[src/rtl/misalign_splitter.sv]
module misalign_splitter #(
  parameter int AW = 32
) (
  input  logic          clk,
  input  logic          rst_n,
  input  logic          req_valid,
  output logic          req_ready,
  input  logic [AW-1:0] req_addr,
  input  logic [1:0]    req_size,
  input  logic          req_write,
  input  logic [31:0]   req_wdata,
  input  logic          req_cachable,
  input  logic          req_ifetch,
  output logic          rsp_valid,
  output logic [31:0]   rsp_rdata,
  output logic          rsp_berr,
  output logic          rsp_aerr,
  output logic          bus_valid,
  output logic [AW-1:0] bus_addr,
  output logic [1:0]    bus_size,
  output logic          bus_write,
  output logic [31:0]   bus_wdata,
  output logic          bus_cachable,
  output logic          bus_ifetch,
  input  logic          bus_ack,
  input  logic          bus_berr,
  input  logic [31:0]   bus_rdata
);

  typedef enum logic [1:0] {IDLE, BUS, RSP} state_t;

  state_t        st;
  logic [AW-1:0] addr_q;
  logic [2:0]    rem;
  logic [2:0]    pc;
  logic [2:0]    nb_req;
  logic [31:0]   wbuf, rbuf, wjust;
  logic          wr_q, cach_q, if_q, berr_q, aerr_q;

  always_comb begin
    case (req_size)
      2'd0:    begin nb_req = 3'd1; wjust = {req_wdata[7:0], 24'b0};  end
      2'd1:    begin nb_req = 3'd2; wjust = {req_wdata[15:0], 16'b0}; end
      default: begin nb_req = 3'd4; wjust = req_wdata;                end
    endcase
  end

  always_comb begin
    if (cach_q || if_q)                         pc = rem;
    else if (rem == 3'd1 || addr_q[0])          pc = 3'd1;
    else if (rem == 3'd4 && addr_q[1:0] == 2'b00) pc = 3'd4;
    else                                        pc = 3'd2;
  end

  assign req_ready    = (st == IDLE);
  assign rsp_valid    = (st == RSP);
  assign rsp_rdata    = rbuf;
  assign rsp_berr     = berr_q;
  assign rsp_aerr     = aerr_q;
  assign bus_valid    = (st == BUS);
  assign bus_addr     = addr_q;
  assign bus_size     = (pc == 3'd1) ? 2'd0 : (pc == 3'd2) ? 2'd1 : 2'd2;
  assign bus_write    = wr_q;
  assign bus_cachable = cach_q;
  assign bus_ifetch   = if_q;
  assign bus_wdata    = (pc == 3'd1) ? {24'b0, wbuf[31:24]} :
                        (pc == 3'd2) ? {16'b0, wbuf[31:16]} : wbuf;

  always_ff @(posedge clk or negedge rst_n) begin
    if (!rst_n) begin
      st     <= IDLE;
      addr_q <= '0;
      rem    <= '0;
      wbuf   <= '0;
      rbuf   <= '0;
      wr_q   <= 1'b0;
      cach_q <= 1'b0;
      if_q   <= 1'b0;
      berr_q <= 1'b0;
      aerr_q <= 1'b0;
    end else begin
      case (st)
        IDLE: if (req_valid) begin
          addr_q <= req_addr;
          rem    <= nb_req;
          wbuf   <= wjust;
          rbuf   <= '0;
          wr_q   <= req_write;
          cach_q <= req_cachable;
          if_q   <= req_ifetch;
          berr_q <= 1'b0;
          aerr_q <= req_ifetch && req_addr[0];
          st     <= (req_ifetch && req_addr[0]) ? RSP : BUS;
        end
        BUS: if (bus_ack) begin
          addr_q <= addr_q + AW'(pc);
          rem    <= rem - pc;
          wbuf   <= (pc == 3'd1) ? {wbuf[23:0], 8'b0} :
                    (pc == 3'd2) ? {wbuf[15:0], 16'b0} : 32'b0;
          if (!wr_q)
            rbuf <= (pc == 3'd1) ? {rbuf[23:0], bus_rdata[7:0]} :
                    (pc == 3'd2) ? {rbuf[15:0], bus_rdata[15:0]} : bus_rdata;
          if (bus_berr) begin
            berr_q <= 1'b1;
            st     <= RSP;
          end else if (rem == pc) begin
            st     <= RSP;
          end
        end
        default: st <= IDLE;
      endcase
    end
  end

endmodule

[config.mk]
export PLATFORM = sky130hd
export DESIGN_NAME = misalign_splitter
export DESIGN_NICKNAME = d
export VERILOG_FILES = /design/src/rtl/misalign_splitter.sv
export SDC_FILE = /design/constraint.sdc
export NUM_CORES = 1
export LEC_CHECK = 0
export CORE_ASPECT_RATIO = 1.2
export CORE_UTILIZATION = 25
export DETAILED_ROUTE_END_ITERATION = 10
export GPL_ROUTABILITY_DRIVEN = 0
export SLEW_MARGIN = 20
export SYNTH_ARGS = -nofsm -noshare
export SYNTH_HDL_FRONTEND = slang
export SYNTH_SLANG_ARGS = --single-unit
export TNS_END_PERCENT = 50
[constraint.sdc]
create_clock -name clk -period 3.6 [get_ports clk]
set_clock_uncertainty 0.1 [all_clocks]
set_input_delay 0.72 -clock clk [delete_from_list [all_inputs] [get_ports clk]]
set_output_delay 0.72 -clock clk [all_outputs]
set_load 0.1 [all_outputs]
## After elaboration in Yosys (flattened, before gate mapping)

Index checks and enable logic that the tools add are counted.

| storage, ports and cells | value |
|---|---|
| flip-flop bits (word level) | 106 |
| bits of input ports | 106 |
| output and inout bits | 106 |
| word-level logic and storage cells | 74 |

| cells by class | value |
|---|---|
| add/subtract/negate cells | 2 |
| equality and inequality tests | 13 |
| multiplexer cells | 36 |
| reductions and logical operators | 13 |

Operators by type and width:

| kind | count |
|---|---|
| 2-to-1 mux 32 bit | 13 |
| case mux 32 bit (2 select lines) | 4 |
| adder 32 x 3 -> 32 bit | 1 |
| 2-to-1 mux 3 bit | 5 |
| 2-to-1 mux 2 bit | 7 |
| case mux 3 bit (2 select lines) | 2 |
| AND reduction 4 bit | 2 |
| equality test 3 x 1 -> 1 bit (second input constant) | 2 |
| zero test 2 bit | 3 |
| AND reduction 3 bit | 2 |
| equality test 2 x 1 -> 1 bit (second input constant) | 2 |
| != test 2 x 1 -> 1 bit (second input constant) | 2 |
| != test 2 bit (second input constant) | 2 |
| case mux 2 bit (2 select lines) | 1 |
| equality test 3 x 2 -> 1 bit (second input constant) | 1 |
| equality test 3 bit | 1 |
| equality test 3 bit (second input constant) | 1 |
| 2-to-1 mux 1 bit | 3 |
| != test 3 x 1 -> 1 bit (second input constant) | 1 |
| subtractor 3 bit | 1 |
| equality test 2 bit (second input constant) | 1 |
| logical AND 1 bit | 2 |
| logical OR 1 bit | 2 |
| case mux 1 bit (2 select lines) | 1 |
| 2 further kinds | 2 |

## Longest topological paths before layout

Gate-level depths: netlist of the first run.

| depth | value |
|---|---|
| depth after elaboration | 11 |
| mapped depth | 12 |
| depth with buffers taken out | 12 |

## Worst setup path before layout of the first run

OpenSTA, ideal clock, no wires.

| path | value |
|---|---|
| path type | flip-flop to output port |
| start point | reg addr_q[1] (netlist: bus_addr[1]) |
| end point | out bus_wdata[15] |
| arrival | 3.731 ns |
| data required time | 2.780 ns |
| path slack | -0.951 ns |
| cell stages (with the launch flop) | 7 |
| buffers on the path | 2 |
| path through | dfrtp_1 o21a_1 o31ai_1 o21ai_1 buf_6 clkbuf_1 o21ai_1 |

| between the ends | value |
|---|---|
| longest elaborated chain between the ends | 8 |
| elaborated cells between the ends (all ways) | 9 |
| classes of those cells | 2 x eq/ne; 5 x mux; 2 x reduce/logical |

Ends and longest elaborated chain:

| what | RTL line | RTL |
|---|---|---|
| start: declaration | 33 | `logic [AW-1:0] addr_q;` |
| start signal: assignment | 84 | `addr_q <= req_addr;` |
| start signal: assignment | 96 | `addr_q <= addr_q + AW'(pc);` |
| zero test 2 bit * | 51 | `else if (rem == 3'd4 && addr_q[1:0] == 2'b00) pc = 3'd4;` |
| logical AND 1 bit * | 51 |  |
| 2-to-1 mux 3 bit * | 51 |  |
| 2-to-1 mux 3 bit * | 50 | `else if (rem == 3'd1 \|\| addr_q[0]) pc = 3'd1;` |
| 2-to-1 mux 3 bit * | 49 | `if (cach_q \|\| if_q) pc = rem;` |
| equality test 3 x 2 -> 1 bit | 67 | `(pc == 3'd2) ? {16'b0, wbuf[31:16]} : wbuf;` |
| 2-to-1 mux 32 bit | 67 |  |
| 2-to-1 mux 32 bit * | 66 | `assign bus_wdata = (pc == 3'd1) ? {24'b0, wbuf[31:24]} :` |
| end: declaration | 22 | `output logic [31:0] bus_wdata,` |

Mark *: on every way between the ends. The rest lies on a longest branch, timed or not.

## Final worst setup path of the first run

| path | value |
|---|---|
| start point | reg rem[1] |
| end point | out bus_wdata[3] |

| between the ends | value |
|---|---|
| longest elaborated chain between the ends | 8 |
| elaborated cells between the ends (all ways) | 11 |
| classes of those cells | 4 x eq/ne; 5 x mux; 2 x reduce/logical |

Ends and longest elaborated chain:

| what | RTL line | RTL |
|---|---|---|
| start: declaration | 34 | `logic [2:0] rem;` |
| start signal: assignment | 85 | `rem <= nb_req;` |
| start signal: assignment | 97 | `rem <= rem - pc;` |
| equality test 3 bit | 51 |  |
| logical AND 1 bit | 51 |  |
| 2-to-1 mux 3 bit | 51 |  |
| 2-to-1 mux 3 bit | 50 |  |
| 2-to-1 mux 3 bit * | 49 |  |
| equality test 3 x 2 -> 1 bit | 67 |  |
| 2-to-1 mux 32 bit | 67 |  |
| 2-to-1 mux 32 bit * | 66 |  |

Marked as above.

==> impl_results.md, run 1 <==
* Status: finished, final reports clean
* WL/cell at 19.1 µm
* # resized after CTS at 0
* Clock Sinks at approximately 110
* Slew Limit Headroom at 32.6%
* H-tree depth at 3
* Min-Delay Path Class: in -> async
* Startpoint types: flop
* Die area at around 0.026 mm²
* Mapped Area at 0.00640 mm²
* R2r startpoint: bus_ifetch$_DFFE_PN0P_
* Number of diodes at 0
* Cell breakdown of the critical path: or4_4 > nand2_2 > and2_4 > o21bai_4 > a221o_1 > buf_12
* Crit-path leading delay family: simple AND/OR/NAND/NOR gates
* P&R area growth vs syn at 46.8%
* Worst Setup SP: rem[1]$_DFFE_PN0P_
* Multi-input logic area at 0.00350 mm²
* Top-area cell type share of the netlist area at 41.4%
* Slowest CP cell: or4_4
* Post-CTS Setup Bufs at 0
* DRT Pass-1 Iters at 6
* Fin crit share at 92.7%
* Final Critical Period at 3.34 ns
* Global-route usage over all layers at between 10% and 20%
* Buffers plus inverters on the worst setup path at 1
* Top layer in use: met4
* Seq/Total Area, Yosys at 41.4%
* Share of layout cells above drive strength 1 at 18.4%
* Via count at 6504
* Die height at 177 µm
* Cell variety after synth at 61
* EDFF count, synth at 0
* Metal3 WL at 1.25 mm
* CTS tree: built
* DRC at 0
* Wire length on met1 at 10.4 mm
* Critical path class: reg -> out
* Register bit total from synthesis at approximately 110
* WL final at around 24 mm
* GRT overflow at 0
* Worst hold margin at 0.298 ns
* Initial antenna violation count at 0
* Die X at 148 µm
* CP required at 2.78 ns
* I/O pin total at 212
* CP max FO at 25
* Post-Synthesis Cells at 725
* Worst path max stage delay at 0.59 ns
* IO Port Bufs at around 210
* Later-pin clock latency in the skew report at around 0.36 ns
* Site row count at 63
* Synth warn at 0
* Cell taking the most area after synthesis: dfrtp_1
* Post-route antenna net violation count at 0
* Nets@finish at 1028
* CTS root buf: clkbuf_16
* Ys flop type: dfrtp_1
* Metal2 WL at ~11 mm
* Final-report setup violation count at 0
* Sequential cell area at 0.00265 mm²
* Top cells by area, synth: dfrtp_1, nand2_1, mux2i_1
* CTS Hold Bufs at 0
* Highest clock rate at 300 MHz
* Vias/cell at between 5 and 6
* Largest net degree at the start of global routing at 56
* Synth Area per Inst at 8.83 µm²
* Max-slew violations at 0
* Iteration-0 DRC Markers at 356
* Worst Max-Slew Pin Slew at 1.01 ns
* Detailed Place HPWL at 17.2 mm
* Clock-pin slew on the worst setup and hold paths at 0.08 ns
* Worst setup EP type: output pin
* Critical path data arrival time at 2.52 ns
* Final Hold Vio Count at 0
* Core Region at between 0.02 and 0.025 mm²
* Number of global-route vias before repair at 6308
* Mapped Nets at roughly 840
* Clock Tree Buf Depth at 2
* Cts bufs inserted at 9
* Layout fillers at 2547
* RSZ-0062 raised after global routing: no
* First-pass GRT wire length at between 30 and 40 mm
* Max Cap Viol at 0
* Asr flop ratio synth at 100%
* Starting Density at 25.7%
final cells by class:
cell class	count	share of cell area [%]
Sequential cell	106	28.2
Tap cell	325	4.33
Timing Repair Buffer	234	26.8
Clock inverter	7	0.599
Inverter	10	0.399
Multi-Input combinational cell	554	37.3
Clock buffer	9	2.40
cells in the mapped netlist (10+ instances only):
cell type / count
dfrtp_1: 106
clkbuf_1: 24
a221o_1: 17
a22oi_1: 17
o21ai_0: 22
o21ai_1: 38
nor3_1: 12
a221oi_1: 24
buf_2: 20
a21oi_1: 33
mux2_2: 16
and2_1: 23
mux2i_1: 27
nand3_1: 17
nor2b_1: 12
nand2_1: 101
inv_1: 10
nor2_1: 67
o22ai_1: 24
logic make-up (layout without fill, tap and decap cells):
kind of cell | after synthesis | in the layout | synth area share [%]
AND/OR/NAND/NOR | 274 | 274 | 20.2
AO/OA/AOI/OAI | 229 | 229 | 24.9
flip-flops | 106 | 106 | 41.4
buffers and inverters | 65 | 260 | 4.67
multiplexers | 43 | 43 | 7.04
adder cells (fa/ha/maj) | 7 | 7 | 1.60
XOR/XNOR | 1 | 1 | 0.137
through the flow:
step / cell area [µm²] / instances / util, % / worst slack (ns) / setup TNS, ns
3_5_place_dp: 9090 / 1228 / 36.5 / 0.497 / 0
2_1_floorplan: 6430 / 725 / - / -0.189 / -0.910
5_1_grt: 9400 / 1245 / 37.7 / 0.136 / 0
3_3_place_gp: 9090 / 1228 / 36.5 / 0.538 / 0
6_report: 9400 / 1245 / 37.7 / 0.263 / 0
4_1_cts: 9370 / 1244 / 37.6 / 0.134 / 0
flip-flops by register name, summed over array words and instances, names as in the netlist:
register      count
wbuf             32
rsp_berr          1
rsp_rdata        32
rsp_aerr          1
st                2
rem               3
bus_addr         32
bus_ifetch        1
bus_write         1
bus_cachable      1
cells in the final DEF (no fill, tap or decap), drive strengths merged, types with 4 or more instances in the layout:
cell           count
clkdlybuf4s50    121
buf              113
dfrtp            106
nand2            103
nor2              69
o21ai             60
a21oi             33
mux2i             27
o22ai             24
a221oi            24
and2              24
nand3             18
a221o             17
a22oi             17
mux2              16
inv               15
nor3              13
nor2b             12
and3               9
clkbuf             9
a31oi              7
a311oi             7
nand4              6
a211oi             6
or3                6
o22a               6
ha                 5
nand2b             4
o21a               4
path summary, 6_finish.rpt:
check / end / slack (ns) / depth (start not counted)
worst min register to register: rsp_aerr$_DFFE_PN0P_ / 0.39 / 2
min in group clk: rsp_aerr$_DFFE_PN0P_ / 0.39 / 2
worst max register to register: bus_addr[18]$_DFFE_PN0P_ / 0.54 / 11
max in group asynchronous: bus_addr[13]$_DFFE_PN0P_ / 2.29 / 2
worst min-delay path: rsp_rdata[10]$_DFFE_PN0P_ / 0.30 / 1
worst max-delay path: bus_wdata[3] / 0.26 / 6
layer usage:
metal  vias up  track usage, %
met2       260            29.5
met1      3133            24.7
li1       3084               -
met4         0            6.92
met5         -               0
met3        27            1.70
Power of run 1 is not shown: default switching activity piles up to over one toggle a cycle in this logic, so the estimate is an artifact.
==> run 2: changes to the inputs <==
Settings changed: CTS_CLUSTER_DIAMETER from default to 120, HOLD_SLACK_MARGIN from default to 0.05, MAX_ROUTING_LAYER from default to met4.
==> run 2 against run 1 <==
Count of clock-buffer cells in the layout is the same. Critical path depth is the same. Setup slack lost 0.0062 ns. Die area is the same. Fmax shrank 0.19%. First-iteration DRC count grew 1.4%. Critical path type unchanged. Core utilization is the same. Critical endpoint is now bus_wdata[1]. Hold slack lost 0.0068 ns. Wire length is essentially flat. Non-clock buffer count is the same.
==> impl_results.md, run 2 (same netlist as run 1, synthesis figures left out) <==
* R2r startpoint: bus_ifetch$_DFFE_PN0P_ (unchanged)
* Final Critical Period at 3.34 ns (about the same)
* Nets@finish at 1028 (unchanged)
* DRC at 0 (unchanged)
* Global-route usage over all layers at 18.7% (was 18.1%)
* Initial antenna violation count at 0 (unchanged)
* Crit-path leading delay family: simple AND/OR/NAND/NOR gates (unchanged)
* Cts bufs inserted at 9 (unchanged)
* Vias/cell at 5.23 (was 5.22)
* CTS Hold Bufs at 0 (unchanged)
* Largest net degree at the start of global routing at 56 (unchanged)
* Cell breakdown of the critical path: or4_4 > nand2_2 > and2_4 > o21bai_4 > a221o_1 > buf_12 (unchanged)
* Post-CTS Setup Bufs at 0 (unchanged)
* Most common cell after layout, fill and taps aside: clkdlybuf4s50_1 (unchanged)
* R2r setup slk at 0.53 ns (was 0.54 ns)
* RSZ-0062 raised after global routing: no (unchanged)
* WL final at 23.7 mm (about the same)
* Worst Setup EP: bus_wdata[1] (was bus_wdata[3])
* Via count at 6515 (was 6504)
* CTS tree: built (unchanged)
* Post-route antenna net violation count at 0 (unchanged)
* Final Hold Vio Count at 0 (unchanged)
* Worst setup EP type: output pin (unchanged)
* Min-Delay Path Class: in -> async (unchanged)
* Worst Max-Slew Pin Slew at 1.01 ns (about the same)
* First-pass GRT wire length at 37.0 mm (about the same)
* CTS root buf: clkbuf_16 (unchanged)
* Buffers plus inverters on the worst setup path at 1 (unchanged)
* Wire length on met1 at 10.3 mm (was 10.4 mm)
* Fin area at 0.00940 mm² (unchanged)
* Worst Reg-to-Reg Cells at 11 (unchanged)
* # resized after CTS at 0 (unchanged)
* Clock Tree Buf Depth at 2 (unchanged)
* Fin crit share at 92.9% (was 92.7%)
* Placed Area at 0.00909 mm² (unchanged)
* Crit path depth at 6 (unchanged)
* Share of layout cells above drive strength 1 at 18.4% (unchanged)
* Detailed Place HPWL at 17.2 mm (unchanged)
* H-tree depth at 3 (unchanged)
* Highest clock rate at 299 MHz (was 300 MHz)
* GRT overflow at 0 (unchanged)
* Clock-pin slew on the worst setup and hold paths at 0.08 ns (about the same)
* Worst path max stage delay at 0.59 ns (about the same)
* Critical path data arrival time at 2.52 ns (about the same)
* Slowest CP cell: or4_4 (unchanged)
* WL/cell at 19.1 µm (about the same)
* Commonest non-fill, non-tap cells in the layout: clkdlybuf4s50_1, dfrtp_1, nand2_1, buf_4, nor2_1 (unchanged)
* Number of global-route vias before repair at 6278 (was 6308)
* Clock Sinks at 106 (unchanged)
* IO Port Bufs at 211 (unchanged)
* Metal2 WL at 11.5 mm (about the same)
* Iteration-0 DRC Markers at 361 (was 356)
* CP required at 2.78 ns (about the same)
* Critical path class: reg -> out (unchanged)
* Top layer in use: met4 (unchanged)
* Starting Density at 25.7% (unchanged)
* Core Region at 0.0249 mm² (unchanged)
* Number of diodes at 0 (unchanged)
* Slew Limit Headroom at 32.7% (was 32.6%)
* CP max FO at 25 (unchanged)
* Startpoint types: flop (unchanged)
* Die area at 0.0263 mm² (unchanged)
* Final-report setup violation count at 0 (unchanged)
* Metal3 WL at 1.36 mm (was 1.25 mm)
* Later-pin clock latency in the skew report at 0.36 ns (about the same)
* DRT Pass-1 Iters at 5 (was 6)
* I/O pin total at 212 (unchanged)
* Max-slew violations at 0 (unchanged)
* Site row count at 63 (unchanged)
* Max Cap Viol at 0 (unchanged)
* P&R area growth vs syn at 46.8% (unchanged)
* FF-to-FF End: bus_addr[18]$_DFFE_PN0P_ (unchanged)
* Die height at 177 µm (unchanged)
* Die X at 148 µm (unchanged)
* Status: finished, final reports clean (unchanged)
* Worst Setup SP: rem[1]$_DFFE_PN0P_ (unchanged)
run 2: cell counts in the layout (fill, tap and decap cells not counted):
Identical to the previous run, type by type.
run 2: through the flow:
step                setup TNS [ns]  util (%)  instances  worst slack, ns  hold WS [ns]
floorplan                   -0.910         -        725           -0.189         0.324
global placement                 0      36.5       1228            0.538         0.369
detailed placement               0      36.5       1228            0.497         0.384
CTS                              0      37.6       1244            0.134         0.344
global route                     0      37.7       1245            0.139         0.354
finish                           0      37.7       1245            0.257         0.291
run 2: per-layer routing:
| metal | track usage (%) | vias to the layer above |
|---|---|---|
| met2 | 29.5 | 269 |
| li1 | - | 3080 |
| met3 | 1.57 | 28 |
| met1 | 24.9 | 3138 |
| met5 | - | - |
| met4 | 6.92 | 0 |
run 2: worst register-to-register path, stage by stage, from the launching register on:
cell and delay, ns:
dfrtp_1 0.43, nor2_4 0.30, nand2_1 0.09, a31oi_1 0.15, o21a_1 0.15, inv_1 0.09, fa_1 0.41, nor2b_1 0.29
o2111a_2 0.34, nand2_2 0.11, or3_1 0.35, a22oi_1 0.18
run 2: worst min path at each step:
stage                           endpoint  slack, ns                 start
6_report       rsp_rdata[10]$_DFFE_PN0P_       0.29                 rst_n
3_5_place_dp        rsp_aerr$_DFFE_PN0P_       0.38  rsp_aerr$_DFFE_PN0P_
5_1_grt        rsp_rdata[27]$_DFFE_PN0P_       0.35                 rst_n
2_1_floorplan    bus_addr[0]$_DFFE_PN0P_       0.32                 rst_n
4_1_cts        rsp_rdata[27]$_DFFE_PN0P_       0.34                 rst_n
3_3_place_gp        rsp_aerr$_DFFE_PN0P_       0.37  rsp_aerr$_DFFE_PN0P_
run 2: cell type report:
class,instances,area [µm²]
clock buffers,9,225
clock inverters,7,56.3
fillers,2547,15500
inverters,10,37.5
multi-input cells,554,3500
flip-flops and latches,106,2650
well taps,325,407
repair buffers,234,2520
Power of run 2 is left out for the same reason.
==> run 3: changes to the inputs <==
Settings changed: CORE_UTILIZATION 25 to 37, PLACE_DENSITY from default to 0.67.
==> run 3 against run 2 <==
Count of clock-buffer cells in the layout grew 1. Largest cell class unchanged. Register-to-register slack lost 0.15 ns. Global-route usage rose by 6.5 points. Critical path depth increased by 5. Setup slack improved by 0.12 ns.
==> impl_results.md, run 3 (same netlist as run 1, synthesis figures left out) <==
* Status: finished, final reports clean (unchanged)
* P&R area growth vs syn at 45.4% (was 46.8%)
* DRC at 0 (unchanged)
* Most common cell after layout, fill and taps aside: clkdlybuf4s50_1 (unchanged)
* Number of global-route vias before repair at 6159 (was 6278)
* H-tree depth at 3 (unchanged)
* Metal2 WL at 10.2 mm (was 11.5 mm)
* Startpoint types: flop (unchanged)
* Slew Limit Headroom at 31.4% (was 32.7%)
* Top layer in use: met4 (unchanged)
* Fin crit share at 89.5% (was 92.9%)
* GRT overflow at 0 (unchanged)
* Initial antenna violation count at 0 (unchanged)
* Max-slew violations at 0 (unchanged)
* Post-CTS Setup Bufs at 0 (unchanged)
* Highest clock rate at 311 MHz (was 299 MHz)
* # resized after CTS at 0 (unchanged)
* Number of diodes at 0 (unchanged)
* CP required at 3.74 ns (was 2.78 ns)
* RSZ-0062 raised after global routing: no (unchanged)
* Commonest non-fill, non-tap cells in the layout: clkdlybuf4s50_1, dfrtp_1, nand2_1, buf_4, nor2_1 (unchanged)
* Worst slack, placed at 0.405 ns (was 0.497 ns)
* Metal3 WL at 1.24 mm (was 1.36 mm)
* Worst setup EP type: flop (was output pin)
* Later-pin clock latency in the skew report at 0.36 ns (about the same)
* Final Hold Vio Count at 0 (unchanged)
* WL final at 21.4 mm (was 23.7 mm)
* Detailed Place HPWL at 15.7 mm (was 17.2 mm)
* Die area at 0.0178 mm² (was 0.0263 mm²)
* Clock-pin slew on the worst setup and hold paths at 0.07 ns (was 0.08 ns)
* Global-route usage over all layers at 25.2% (was 18.7%)
* Min-Delay Path Class: in -> async (unchanged)
* Die X at 122 µm (was 148 µm)
* First-pass GRT wire length at 34.2 mm (was 37.0 mm)
* Worst Reg-to-Reg Cells at 11 (unchanged)
* FF-to-FF End: bus_addr[26]$_DFFE_PN0P_ (was bus_addr[18]$_DFFE_PN0P_)
* CTS tree: built (unchanged)
* DRT Pass-1 Iters at 5 (unchanged)
* Vias/cell at 5.70 (was 5.23)
* Worst hold margin at 0.297 ns (was 0.291 ns)
* Share of layout cells above drive strength 1 at 17.0% (was 18.4%)
* Post-route antenna net violation count at 0 (unchanged)
* IO Port Bufs at 211 (unchanged)
* Critical path class: reg -> reg (was reg -> out)
* I/O pin total at 212 (unchanged)
* Cts bufs inserted at 9 (unchanged)
* Setup ws final at 0.380 ns (was 0.257 ns)
* Layout fillers at 1550 (was 2547)
* Wire length on met1 at 9.19 mm (was 10.3 mm)
* R2r startpoint: bus_ifetch$_DFFE_PN0P_ (unchanged)
* Core Region at 0.0169 mm² (was 0.0249 mm²)
* CTS root buf: clkbuf_16 (unchanged)
* Via count at 6468 (was 6515)
* Max Cap Viol at 0 (unchanged)
* WL/cell at 18.9 µm (was 19.1 µm)
* R2r setup slk at 0.38 ns (was 0.53 ns)
* Worst Setup EP: bus_addr[26]$_DFFE_PN0P_ (was bus_wdata[1])
* Nets@finish at 1027 (was 1028)
* CP max FO at 8 (was 25)
* Clock Tree Buf Depth at 2 (unchanged)
* Critical path data arrival time at 3.36 ns (was 2.52 ns)
* Die height at 146 µm (was 177 µm)
* Clock Sinks at 106 (unchanged)
* Final-report setup violation count at 0 (unchanged)
* Worst Max-Slew Pin Slew at 1.03 ns (was 1.01 ns)
* CTS Hold Bufs at 0 (unchanged)
* Largest net degree at the start of global routing at 52 (was 56)
* Worst Setup SP: bus_ifetch$_DFFE_PN0P_ (was rem[1]$_DFFE_PN0P_)
* Starting Density at 37.8% (was 25.7%)
* Final Critical Period at 3.22 ns (was 3.34 ns)
* Site row count at 52 (was 63)
* Iteration-0 DRC Markers at 483 (was 361)
run 3: cell count changes in the layout (fill, tap and decap cells not counted), sizes merged:
cell,delta
bufinv,+3
clkinvlp,-1
clkdlybuf4s50,+9
buf,-10
inv,-6
clkinv,+2
clkbuf,+1
run 3: final cells by class:
type | instances | area, µm² | area share [%]
Timing Repair Buffer | 233 | 2510 | 27.0
Sequential cell | 106 | 2650 | 28.5
Clock inverter | 5 | 104 | 1.12
Inverter | 10 | 37.5 | 0.403
Multi-Input combinational cell | 554 | 3500 | 37.6
Clock buffer | 10 | 229 | 2.46
Tap cell | 216 | 270 | 2.90
run 3: through the flow:
stage / area [µm²] / util, % / TNS (ns) / cells
after floorplan: 6430 / - / -0.910 / 725
after global placement: 8980 / 53.1 / 0 / 1119
after detailed placement: 8980 / 53.1 / 0 / 1119
after CTS: 9310 / 55.0 / 0 / 1134
after global routing: 9310 / 55.0 / 0 / 1134
final: 9310 / 55.0 / 0 / 1134
run 3: how the worst min path moves through the flow:
stage	startpoint	to	slack [ns]	depth (start not counted)
floorplan	rst_n	bus_addr[0]$_DFFE_PN0P_	0.32	0
global placement	rsp_aerr$_DFFE_PN0P_	rsp_aerr$_DFFE_PN0P_	0.37	2
detailed placement	rsp_aerr$_DFFE_PN0P_	rsp_aerr$_DFFE_PN0P_	0.38	2
CTS	rst_n	rsp_rdata[27]$_DFFE_PN0P_	0.33	1
global route	rst_n	rsp_rdata[27]$_DFFE_PN0P_	0.35	1
finish	rst_n	rsp_rdata[27]$_DFFE_PN0P_	0.30	1
run 3: critical path: stages, from the launching register on:
cell and delay [ns]:
dfrtp_1 0.43, nor2_4 0.30, nand2_1 0.08, a31oi_1 0.15, o21a_1 0.17, inv_1 0.12, fa_1 0.42, nor2b_1 0.29
o2111ai_1 0.29, nor4_1 0.47, and4_1 0.24, nor3_1 0.04
run 3: per-layer routing:
layer  vias up  global-route usage, %
li1       3069                      -
met1      3105                   33.5
met2       249                   38.2
met3        45                   3.16
met4         0                   11.2
met5         -                      -
Power of run 3 is left out for the same reason.
